[config.mk]
export PLATFORM = sky130hd
export DESIGN_NAME = otg_timeout_timer
export DESIGN_NICKNAME = d
export VERILOG_FILES = /design/src/rtl/otg_tmr_pkg.sv /design/src/rtl/otg_tmr_count.sv /design/src/rtl/otg_tmr_word.sv /design/src/rtl/otg_tmr_pulse.sv /design/src/rtl/otg_timeout_timer.sv
export SDC_FILE = /design/constraint.sdc
export NUM_CORES = 1
export LEC_CHECK = 0
export BUFFER_PORTS_ARGS = -buffer_cell sky130_fd_sc_hd__buf_2
export CORE_AREA = 4 4 84 86
export CTS_CLUSTER_SIZE = 10
export DETAILED_ROUTE_END_ITERATION = 12
export DIE_AREA = 0 0 88 90
export GPL_TIMING_DRIVEN = 0
export PLACE_DENSITY = 0.82
export SYNTH_ARGS = -nofsm -noshare
export SYNTH_HDL_FRONTEND = slang
export SYNTH_SLANG_ARGS = --single-unit
[constraint.sdc]
create_clock -name clk_i -period 5.5 [get_ports clk_i]
set_clock_uncertainty 0.2 [all_clocks]
set_input_delay 1.1 -clock clk_i [delete_from_list [all_inputs] [get_ports clk_i]]
set_output_delay 1.1 -clock clk_i [all_outputs]
set_load 0.01 [all_outputs]
[src/rtl/otg_tmr_pkg.sv]
package otg_tmr_pkg;
  parameter int unsigned WORD_W  = 32;
  parameter int unsigned TICK_W  = 27;
  parameter int unsigned ARM_POS = 31;
endpackage

[src/rtl/otg_tmr_count.sv]
module otg_tmr_count #(
  parameter int unsigned TICK_W = otg_tmr_pkg::TICK_W
) (
  input  logic              clk_i,
  input  logic              rst_ni,
  input  logic              load_i,
  input  logic              arm_i,
  input  logic [TICK_W-1:0] ticks_i,
  output logic              expire_o
);
  logic              run_q, run_d;
  logic [TICK_W-1:0] cnt_q, cnt_d;
  logic              cnt_en;
  logic              at_zero;

  assign at_zero = (cnt_q == '0);

  always_comb begin
    run_d    = run_q;
    cnt_d    = cnt_q;
    cnt_en   = 1'b0;
    expire_o = 1'b0;
    if (load_i) begin
      run_d  = arm_i;
      cnt_d  = ticks_i;
      cnt_en = 1'b1;
    end else if (run_q) begin
      if (at_zero) begin
        run_d    = 1'b0;
        expire_o = 1'b1;
      end else begin
        cnt_d  = cnt_q - 1'b1;
        cnt_en = 1'b1;
      end
    end
  end

  always_ff @(posedge clk_i or negedge rst_ni) begin
    if (!rst_ni) begin
      run_q <= 1'b0;
      cnt_q <= '0;
    end else begin
      run_q <= run_d;
      if (cnt_en) cnt_q <= cnt_d;
    end
  end

  // a running count above zero steps down by one when no write occurs
  p_count_step_r3: assert property (@(posedge clk_i) disable iff (!rst_ni)
    (run_q && !at_zero && !load_i) |=> (run_q && cnt_q == $past(cnt_q) - 1'b1));

  // a write with the arm flag clear stops the counter
  p_cancel_stops_r5: assert property (@(posedge clk_i) disable iff (!rst_ni)
    (load_i && !arm_i) |=> !run_q);

  // an armed write (re)starts the counter with its new count
  p_restart_loads_r6: assert property (@(posedge clk_i) disable iff (!rst_ni)
    (load_i && arm_i) |=> (run_q && cnt_q == $past(ticks_i)));

  // a write on the expiry edge suppresses the expiry
  p_write_wins_r8: assert property (@(posedge clk_i) disable iff (!rst_ni)
    load_i |-> !expire_o);
endmodule

[src/rtl/otg_tmr_word.sv]
module otg_tmr_word #(
  parameter int unsigned WORD_W = otg_tmr_pkg::WORD_W
) (
  input  logic              clk_i,
  input  logic              rst_ni,
  input  logic              wr_en_i,
  input  logic [WORD_W-1:0] wr_data_i,
  input  logic              clear_i,
  output logic [WORD_W-1:0] word_o
);
  logic [WORD_W-1:0] word_q, word_d;
  logic              word_en;

  always_comb begin
    word_d  = word_q;
    word_en = 1'b0;
    if (wr_en_i) begin
      word_d  = wr_data_i;
      word_en = 1'b1;
    end else if (clear_i) begin
      word_d  = '0;
      word_en = 1'b1;
    end
  end

  always_ff @(posedge clk_i or negedge rst_ni) begin
    if (!rst_ni) word_q <= '0;
    else if (word_en) word_q <= word_d;
  end

  assign word_o = word_q;

  // the written word is stored in full
  p_write_stores_r2: assert property (@(posedge clk_i) disable iff (!rst_ni)
    wr_en_i |=> (word_q == $past(wr_data_i)));

  // expiry without a write zeroes the stored word
  p_expiry_clears_r4: assert property (@(posedge clk_i) disable iff (!rst_ni)
    (clear_i && !wr_en_i) |=> (word_q == '0));
endmodule

[src/rtl/otg_tmr_pulse.sv]
module otg_tmr_pulse (
  input  logic clk_i,
  input  logic rst_ni,
  input  logic fire_i,
  output logic pulse_o
);
  logic pulse_q;

  always_ff @(posedge clk_i or negedge rst_ni) begin
    if (!rst_ni) pulse_q <= 1'b0;
    else         pulse_q <= fire_i;
  end

  assign pulse_o = pulse_q;

  // the timeout request lasts a single cycle
  p_single_cycle_r3: assert property (@(posedge clk_i) disable iff (!rst_ni)
    pulse_q |=> !pulse_q);
endmodule

[src/rtl/otg_timeout_timer.sv]
module otg_timeout_timer #(
  parameter int unsigned WORD_W  = otg_tmr_pkg::WORD_W,
  parameter int unsigned TICK_W  = otg_tmr_pkg::TICK_W,
  parameter int unsigned ARM_POS = otg_tmr_pkg::ARM_POS
) (
  input  logic              clk_i,
  input  logic              rst_ni,
  input  logic              wr_en_i,
  input  logic [WORD_W-1:0] wr_data_i,
  output logic [WORD_W-1:0] rd_data_o,
  output logic              timeout_o
);
  localparam int unsigned SYNC_D = 2;

  logic [SYNC_D-1:0] rst_sync_q;
  logic              rst_n;
  logic              expire;

  always_ff @(posedge clk_i or negedge rst_ni) begin
    if (!rst_ni) rst_sync_q <= '0;
    else         rst_sync_q <= {rst_sync_q[SYNC_D-2:0], 1'b1};
  end
  assign rst_n = rst_sync_q[SYNC_D-1];

  otg_tmr_count #(.TICK_W(TICK_W)) count_i (
    .clk_i    (clk_i),
    .rst_ni   (rst_n),
    .load_i   (wr_en_i),
    .arm_i    (wr_data_i[ARM_POS]),
    .ticks_i  (wr_data_i[TICK_W-1:0]),
    .expire_o (expire)
  );

  otg_tmr_word #(.WORD_W(WORD_W)) word_i (
    .clk_i     (clk_i),
    .rst_ni    (rst_n),
    .wr_en_i   (wr_en_i),
    .wr_data_i (wr_data_i),
    .clear_i   (expire),
    .word_o    (rd_data_o)
  );

  otg_tmr_pulse pulse_i (
    .clk_i   (clk_i),
    .rst_ni  (rst_n),
    .fire_i  (expire),
    .pulse_o (timeout_o)
  );

  // the request and the zeroed word appear together
  p_pulse_word_zero_r4: assert property (@(posedge clk_i) disable iff (!rst_n)
    timeout_o |-> (rd_data_o == '0));

  // outputs are idle while reset is held
  always_comb begin
    if (!rst_n) begin
      p_reset_idle_r1: assert (!timeout_o && rd_data_o == '0);
    end
  end
endmodule

* Word level (Yosys, flattened, before mapping)
Cells that the tools add are included.
** Cells by class
- Add/subtract/negate cells :: 1
- Equality and inequality tests :: 1
- Multiplexer cells :: 14
- Reduce and logical (&&, ||, !) cells :: 5
** Operators by type and width (number)
- $mux 27 :: 3
- $mux 32 :: 2
- $logic_not 27->1 :: 1
- $sub 27x1->27 const B :: 1
- $mux 1 :: 9
- $reduce_bool 2->1 :: 2
- $reduce_and 3->1 :: 1
- $ne 2x2->1 const B :: 1
- $reduce_and 2->1 :: 1
** Word-level totals
- Bits in registers :: 63
- Bits of input ports :: 35
- Output and inout bits :: 33
- Word-level logic and storage cells :: 26

* Longest topological paths before layout
- Depth after elaboration :: 7
- Gate-level depth with buffers :: 8
- Mapped depth without buffers :: 7

* By module
From an unflattened synthesis, not the netlist that was laid out.
** Second synthesis, totals
- Cells, all modules :: 283
- Area total of the unflattened synthesis :: 3109.2 um^2
** By module, submodules not included
- otg_tmr_count :: instances 1, cells each 207, area an instance 1856.8 um^2, seq. area each 700.7 um^2
- otg_tmr_word :: instances 1, cells each 72, area an instance 1173.6 um^2, seq. area each 800.8 um^2
- otg_timeout_timer :: instances 1, cells each 3, area an instance 53.8 um^2, seq. area each 50.0 um^2
- otg_tmr_pulse :: instances 1, cells each 1, area an instance 25.0 um^2, seq. area each 25.0 um^2

* Worst setup path after synthesis
No wires, ideal clock.
- Kind :: input-to-reg
- Start :: input port wr_en_i
- End :: register count_i.cnt_q[6]
- Setup time :: 0.076 ns
- Arrival :: 2.038 ns
- Data required time :: 5.224 ns
- Slack :: 3.185 ns
- Cell stages on the path :: 5
- Buffers on the path :: 3
- Cells stage by stage :: clkbuf_1 > clkbuf_1 > clkbuf_1 > nand2_1 > o21ai_1
** On the way
- Longest elaborated chain between the ends :: 2
- Elaborated cells between the ends (all ways) :: 5
- Those cells by class :: eq/ne (1); mux (2); reduce/logical (2)
** RTL lines
- from (decl) :: RTL line otg_timeout_timer.sv:8 : input logic wr_en_i,
- $ne 2x2->1 (no line), or another cell as far along
- $reduce_and 3->1 (no line)
- to (signal assigned) :: RTL line otg_tmr_count.sv:44 : if (cnt_en) cnt_q <= cnt_d;
- to (decl) :: RTL line otg_tmr_count.sv:12 : logic [TICK_W-1:0] cnt_q, cnt_d;
Parallel ways exist; a longest one is shown, timed or not.
A chain may end at the register's enable or synchronous reset.

* Worst setup path after layout
- Start :: register count_i.cnt_q[0]
- End :: register count_i.cnt_q[3]
** On the way
- Longest elaborated chain between the ends :: 5
- Elaborated cells between the ends (all ways) :: 10
- Those cells by class :: add/sub (1); eq/ne (1); mux (6); reduce/logical (2)
** RTL lines
- branches (longest 5 deep; another with $sub 27x1->27)
Several ways; the timed one is not identified. The select of a mux whose other input is x is not followed.

==> impl_metrics.yaml <==
floorplan:
  rows: 29
  coreArea_sq_um: 6277
  start_util: 0.4911
  dieArea_sq_um: 7920
  die_h_microns: 90
  io-pin-count: 68
  die_w_microns: 88
logic_synthesis:
  synth_nets: 304
  synth_edf_count: 0
  synth_area_leader_cell: "dfrtp_1"
  yosysWarnings: 0
  ys.flop_type: "dfrtp_1"
  yosys.area_share.adder: 0.004058
  synthSimpleGateAreaFrac: 0.1656
  synth_seq_area_share: 0.5114
  synth_top_family_by_area: "compound AO/OA/AOI/OAI gates"
  yosys.area.top_type_share: 0.5114
  syn_area_per_cell_sq_um: 11.50
  ys_ff_latch: 63
  synthTopCellsByArea: "dfrtp_1 (51%), a22o_1 (9.1%), xnor2_1 (4.3%), a2111oi_4 (3.6%), nand2_1 (2.9%)"
  synth_compound_area_frac: 0.2216
  syn_area_sq_um: 3083
  synth_mux_area_frac: 0.01096
  synth_cell_types: 51
  async_reset_ff_frac: 1.000
  synthCells: 268
  synth_xor_area_frac: 0.05114
routing:
  drt_first_pass_iters: 5
  route.detailed.drc: 0
  via_count: 2586
  wl_mm: 7.704
  first_iter_violations: 239
  detail_route.wl_per_cell_microns: 18.00
  ant_nets: 0
  viasPerCell: 6.042
final_layout:
  seqCellArea_sq_um: 1578
  areaGrowthSynthToFinish_pct: 20.70
  multi_input_area_sq_um: 1401
  fill_cells: 493
  final_util: 0.5928
  stdcell_count: 428
  final_area_sq_um: 3721
  diodes: 0
  drive_gt1_frac: 0.3105
  finalNetCount: 382
worst_setup_path:
  crit_path_start_kind: "flop"
  arrival_ps: 2530
  crit_fanout: 5
  critPathRequiredTime_ps: 5530
  crit_path_end_kind: "flop"
  critPathKind: "flop to flop"
sta:
  maxSlewHeadroom: 0.5358
  worst_pin_slew_ps: 690.1
  finalWorstSetupSlack_ps: 3004
  slew_viol_final: 0
  fin_hold_ws_ps: 100.3
  fmax_ghz: 0.4007
  setup_violations: 0
  fin_crit_ps: 2496
  fin_setup_tns_ps: 0
  min_period_over_period: 0.4537
  rsz0062_at_grt: "no"
  hold_viol: 0
cts:
  clock_latency_ps: 340
  cts_tree: "done"
  htreeDepth: 3
  cts.repair.resized: 0
  cts_root_buffer: "clkbuf_8"
  numCtsBuffers: 9
  clkSinkCount: 63
  clkSlewWorstSetupHoldPaths_ps: 70
  cts_setup_buffers: 0
  cts_hold_buf: 0
  clk_path_buf_depth: 2
flow_run:
  cap_violations: 0
global_routing:
  grt_max_degree: 34
  grt_overflow_total: 0
  grt_pass1_vias: 2602
  antenna_found_initial: 0
  grt_use_total: 0.2083
  grt_pass1_wl_mm: 12.90
place:
  post-place-ws_ps: 2784
  numPortBuffers: 66
  hpwlAfterDp_mm: 5.532
  dpl_cell_area_sq_um: 3531
  place_inst: 412
  routabilityCongestion: 0.9143
power_and_ir_drop:
  total_power_mw: 1.112
  power_leakage_nw: 1.587
  power.density_nw_per_um2: 298.7
  ir_drop_uv: 173.3
outcome:
  status: "completed"
hold_path:
  min_path_type: "flop to async pin"
## critical path, cell delays in order (launching register included)
cell and delay (ps):
dfrtp_1 430, inv_1 80, ha_1 260, nor4b_1 160, and4_1 230, a21boi_0 570, nand4_1 180, a31o_2 270
## sequential cells by signal (all words and copies together) (netlist names)
| register | flops |
|---|---|
| count_i.cnt_q | 27 |
| count_i.run_q | 1 |
| pulse_i.pulse_o | 1 |
| rst_sync_q | 2 |
| word_i.word_o | 32 |
## cell usage after synthesis (4+ instances only)
| master | n |
|---|---|
| clkbuf_1 | 10 |
| a31oi_1 | 5 |
| nand2_1 | 24 |
| o21ai_0 | 14 |
| xnor2_1 | 15 |
| nor2_1 | 10 |
| a211oi_1 | 4 |
| a22o_1 | 32 |
| or4_1 | 4 |
| a21oi_1 | 5 |
| or3_1 | 5 |
| o21ai_1 | 5 |
| a2111oi_4 | 4 |
| nor4_1 | 5 |
| dfrtp_1 | 63 |
| o31ai_1 | 5 |
| nand3_1 | 4 |
## logic make-up after synthesis
| kind of cell | count (synthesis) |
|---|---|
| XOR/XNOR | 18 |
| buffers and inverters | 21 |
| AND/OR/NAND/NOR | 79 |
| AO/OA/AOI/OAI | 82 |
| adder cells (fa/ha/maj) | 1 |
| multiplexers | 3 |
| other | 1 |
| flip-flops | 63 |
## report_power, final
part	switching, mW	internal, mW	leakage, nW
sequential	0.0470	0.506	0.758
clock	0.172	0.220	0.100
combinational	0.0909	0.0766	0.729
## path summary, 6_finish.rpt
path                       slack, ps                end              from  cells past startpoint
max                             3000   count_i.cnt_q[3]  count_i.cnt_q[0]                      7
min                              100  word_i.word_o[30]     rst_sync_q[1]                      0
max reg2reg                     3000   count_i.cnt_q[3]  count_i.cnt_q[0]                      7
min reg2reg                      100  word_i.word_o[30]     rst_sync_q[1]                      0
max in group asynchronous       4390  word_i.word_o[12]     rst_sync_q[1]                      1
min in group clk_i               160      rst_sync_q[1]     rst_sync_q[0]                      0
## cell usage in the layout, fill, tap and decap left out, types with 4 or more instances in the layout
cell,synthesis,final
buf_2,3,69
dfrtp_1,63,62
clkbuf_1,10,12
nand2_1,24,24
a21oi_1,5,5
a22o_1,32,32
o21ai_1,5,5
or3_1,5,5
nand3_1,4,4
o21ai_0,14,14
xnor2_1,15,15
clkbuf_8,0,10
o31ai_1,5,5
a211oi_1,4,4
nor2_1,10,10
a2111oi_4,4,4
nor4_1,5,5
or4_1,4,4
a31oi_1,5,5
## metal layers
layer | track usage | vias to the layer above | part of all wire
met3 | 0.06033 | 10 | 0.075
met5 | 0 | - | 0
met1 | 0.2821 | 1293 | 0.41
met2 | 0.3147 | 114 | 0.49
met4 | 0.07801 | 0 | 0.017
li1 | - | 1169 | -
## cell type report
type	instances	area share
plain buffers	17	0.02421
clock buffers	12	0.03900
clock inverters	4	0.01210
inverters	4	0.004035
multi-input cells	184	0.3766
flip-flops and latches	63	0.4240
well taps	77	0.02589
repair buffers	67	0.09415
Note: power is estimated with default switching activity, not from simulation.
